===== config.mk =====
export PLATFORM = sky130hd
export DESIGN_NAME = pkt_buf_admit
export DESIGN_NICKNAME = d
export VERILOG_FILES = /design/src/rtl/pkt_buf_admit.sv
export SDC_FILE = /design/constraint.sdc
export NUM_CORES = 1
export LEC_CHECK = 0
export BUFFER_PORTS_ARGS = -buffer_cell sky130_fd_sc_hd__buf_4
export CORE_AREA = 5 5 67 69
export CTS_BUF_LIST = sky130_fd_sc_hd__clkbuf_4 sky130_fd_sc_hd__clkbuf_8
export DETAILED_ROUTE_END_ITERATION = 12
export DIE_AREA = 0 0 72 74
export MAX_ROUTING_LAYER = met4
export PLACE_DENSITY = 0.83
export REMOVE_ABC_BUFFERS = 1
export SYNTH_ARGS = -nofsm -noshare
export SYNTH_HDL_FRONTEND = slang
export SYNTH_SLANG_ARGS = --single-unit

===== constraint.sdc =====
create_clock -name clk -period 5.6 [get_ports clk]
set_input_delay 1.68 -clock clk [delete_from_list [all_inputs] [get_ports clk]]
set_output_delay 1.68 -clock clk [all_outputs]
set_load 0.03 [all_outputs]

===== src/rtl/pkt_buf_admit.sv =====
module pkt_buf_admit #(
  parameter int       W           = 8,
  parameter int       TOTAL_PAGES = 24,
  parameter bit [2:0] MULT_CODE   = 3'd1
) (
  input  logic         clk,
  input  logic         rst_n,
  input  logic         mmu_reset,
  input  logic         alloc_req,
  input  logic         alloc_is_rx,
  input  logic [W-1:0] alloc_pages,
  input  logic         rel_req,
  input  logic [W-1:0] rel_pages,
  input  logic         cfg_wr,
  input  logic [7:0]   cfg_wdata,
  output logic         grant,
  output logic         deny,
  output logic [W-1:0] free_pages,
  output logic [W-1:0] total_pages,
  output logic [15:0]  cfg_word
);
  localparam logic [W-1:0] TOTAL   = W'(TOTAL_PAGES);
  localparam logic [W:0]   TOTAL_X = {1'b0, TOTAL};

  logic [W-1:0] free_q;
  logic [7:0]   resv_q;
  logic         fits, rx_block, ok;
  logic [W:0]   take, give, sum;
  logic [W-1:0] free_d;

  assign fits     = alloc_pages <= free_q;
  assign rx_block = alloc_is_rx && (resv_q != 8'd0) && ({1'b0, free_q} <= {1'b0, W'(resv_q)});
  assign ok       = alloc_req && !mmu_reset && fits && !rx_block;

  assign take   = ok      ? {1'b0, alloc_pages} : '0;
  assign give   = rel_req ? {1'b0, rel_pages}   : '0;
  assign sum    = {1'b0, free_q} - take + give;
  assign free_d = (sum > TOTAL_X) ? TOTAL : sum[W-1:0];

  always_ff @(posedge clk) begin
    if (!rst_n) begin
      free_q <= TOTAL;
      resv_q <= 8'd0;
      grant  <= 1'b0;
      deny   <= 1'b0;
    end else begin
      grant  <= ok;
      deny   <= alloc_req && !ok;
      free_q <= mmu_reset ? TOTAL : free_d;
      if (cfg_wr) resv_q <= cfg_wdata;
    end
  end

  assign free_pages  = free_q;
  assign total_pages = TOTAL;
  assign cfg_word    = {4'b0000, MULT_CODE, 1'b0, resv_q};
endmodule



==> metrics.txt <==
status=finished clean; pwr dens=215.1 mW/mm2; TritonRoute pass-1 iters=4; Min-Delay Path Class=flop to flop; core area=0.003856 mm2; largest net degree at the start of global routing=12; Final TNS setup=0 ns; CP Launch Type=input pin; initial antenna violation count=0; GRT Util Overall=0.1615; Clock Tree Buf Depth=2; # clock sinks=18; max frequency=190.4 MHz; Slew @ Worst Pin=0.5257 ns; number of max-cap violations=0; die height=74 um; Rows=23; number of antenna-violating nets in the routed design=0; layout cells sized above 1=0.2368; drt wl/cell=13.44 um; Starting Density=0.4886; Routability Congestion=0.8680; die area=0.005328 mm2; Cell variety after synth=47; Pleak=1.170 nW; Post-CTS Hold Buffers=0; Layout Utilization=0.5938; Setup CP Type=input pin to flop; crit path max fanout=10; Area Overhead vs Synth=21.51%; post-route minimum period=5.253 ns; sequential share of the synthesized area=0.1912; Post-Route WL=4.246 mm; critical path endpoint category=flop; PostCTS Resize Cnt=0; Hold WS=0.5506 ns; mean post-synth cell area=8.683 um2; crit-path max cell delay=0.50 ns; Ant. Diodes=0; Critical Path RT=5.75 ns; setup repair bufs after CTS=0; IO buf count=48; Post-route DRC=0; final hold violations=0; final setup fails=0; Slew Limit Headroom=0.6405; # nets final=331; synthesis-stage register bit count=18; vias per inst=5.155; cts bufs inserted=3; die width=72 um; final worst-path cycle share=0.9380; clk slew on worst S/H paths=0.07 ns; yosys synthesis warning count=0; dpl hpwl=3.572 mm; CP Data Arrival Time=5.40 ns; clk root buf=clkbuf_8; via count=1629; grt ovf=0; Mapped Cells=217; first-pass GRT wire length=6.713 mm; CTS H-tree lvls=1; filler cell count=369; CP max stage cell=fa_1; max-slew violation count=0; Worst Skew=0.005810 ns; VDD IR-drop max=0.1322 mV; I/O pin count=65; Clock Latency Late Sink=0.26 ns; DRT iter0 DRCs=56; vias in the first global route=1552; synthesized area=0.001884 mm2; CTS tree=built; RSZ-0062 raised after global routing=false; critical path, cell by cell=buf_4 -> ha_1 -> o21ai_0 -> o21ai_0 -> mux2i_1 -> a21o_1 -> and3_1 -> fa_1 -> inv_1 -> fa_1 -> and3_1 -> o21a_1 -> o31ai_1 -> o2111ai_2 -> a211o_1
==> cell type report <==
type	count	area (um2)	area share
Clock buffer	4	55.05	0.02404
Tap cell	50	62.56	0.02732
Inverter	31	116.4	0.05082
Sequential cell	18	360.3	0.1574
Timing Repair Buffer	48	360.3	0.1574
Multi-Input combinational cell	165	1335	0.5831
==> stage by stage <==
stage	instance area, um2	worst slack [ns]	instances	total power (W)
after CTS	2290	0.3773	316	0.0004924
after floorplan	1812	0.6329	214	0.0003247
after global placement	2235	0.1843	312	0.0003810
final	2290	0.3471	316	0.0004924
after detailed placement	2235	0.1248	312	0.0003865
after global routing	2290	0.05825	316	0.0005263
==> cell families after synthesis <==
group / after synthesis / share of synthesized area
multiplexers: 9 / 0.04781
XOR/XNOR: 1 / 0.004649
buffers and inverters: 51 / 0.1341
flip-flops: 18 / 0.1912
AND/OR/NAND/NOR: 65 / 0.1985
adder cells (fa/ha/maj): 33 / 0.2510
other: 2 / 0.003986
AO/OA/AOI/OAI: 38 / 0.1687
==> routing by layer <==
metal  wire length [um]  track usage  part of all wire  vias up
met5                  0            -                 0        -
met4                 34      0.03549            0.0080        0
met3                264      0.02297             0.062        2
met2               2023       0.2653              0.48       52
met1               1925       0.2123              0.45      755
li1                   -            -                 -      820
==> worst max-delay path: cells and delay by family <==
kind | cells | cell delay [ns]
AOI/OAI and AO/OA | 7 | 1.68
and+or+nand+nor | 2 | 0.45
buffers and inverters | 2 | 0.18
adders and majority gates | 3 | 1.25
muxes | 1 | 0.14
==> path summary, 6_finish.rpt <==
| path | from | to | slack (ns) | cells after the start |
|---|---|---|---|---|
| worst max-delay path | alloc_pages[7] | free_pages[4] | 0.35 | 15 |
| worst min-delay path | resv_q[3] | resv_q[3] | 0.55 | 2 |
| worst max register to register | resv_q[5] | free_pages[4] | 1.22 | 15 |
| worst min register to register | resv_q[3] | resv_q[3] | 0.55 | 2 |
==> synth_stat cells, drive strengths merged <==
cell,instances,area [um2]
a2111oi,2,36.29
a211o,3,35.04
a211oi,3,22.52
a21o,4,31.28
a21oi,6,33.78
a221o,1,10.01
and2,1,6.260
and3,9,56.30
and4,1,8.760
buf,17,125.1
clkbuf,3,11.26
conb,2,7.510
dfxtp,18,360.4
fa,8,160.2
ha,25,312.8
inv,31,116.4
mux2i,9,90.09
nand2,12,45.04
nand2b,1,6.260
nand3,3,15.01
nand4,6,37.54
nor2,5,21.27
nor2b,12,75.07
nor3,5,25.02
nor3b,3,27.52
o2111ai,1,15.01
o211a,1,10.01
o211ai,1,7.510
o21a,4,31.28
o21ai,8,40.04
o21bai,1,7.510
o22a,1,8.760
o31ai,2,28.78
or2,1,6.260
or3,2,12.51
or3b,1,8.760
or4,3,22.52
xor2,1,8.760
==> cells in the final DEF (no fill, tap or decap), types with 8 or more instances in the layout <==
cell type	netlist	final
and3_1	9	9
buf_4	16	48
conb_1	2	19
dfxtp_1	18	18
fa_1	8	8
ha_1	25	25
inv_1	31	31
mux2i_1	9	9
nand2_1	12	12
nor2b_1	12	12
o21ai_0	8	8
==> registers in the layout (all words and copies together) (netlist names) <==
name,cells
resv_q,8
grant,1
free_pages,8
deny,1
==> power breakdown <==
part | switching [W] | leakage, nW | internal (W)
logic | 0.000142 | 0.993 | 0.000104
clock network | 0.0000443 | 0.0288 | 0.0000625
registers | 0.00000537 | 0.148 | 0.000134
No activity file was read; power rests on OpenSTA's default activity.
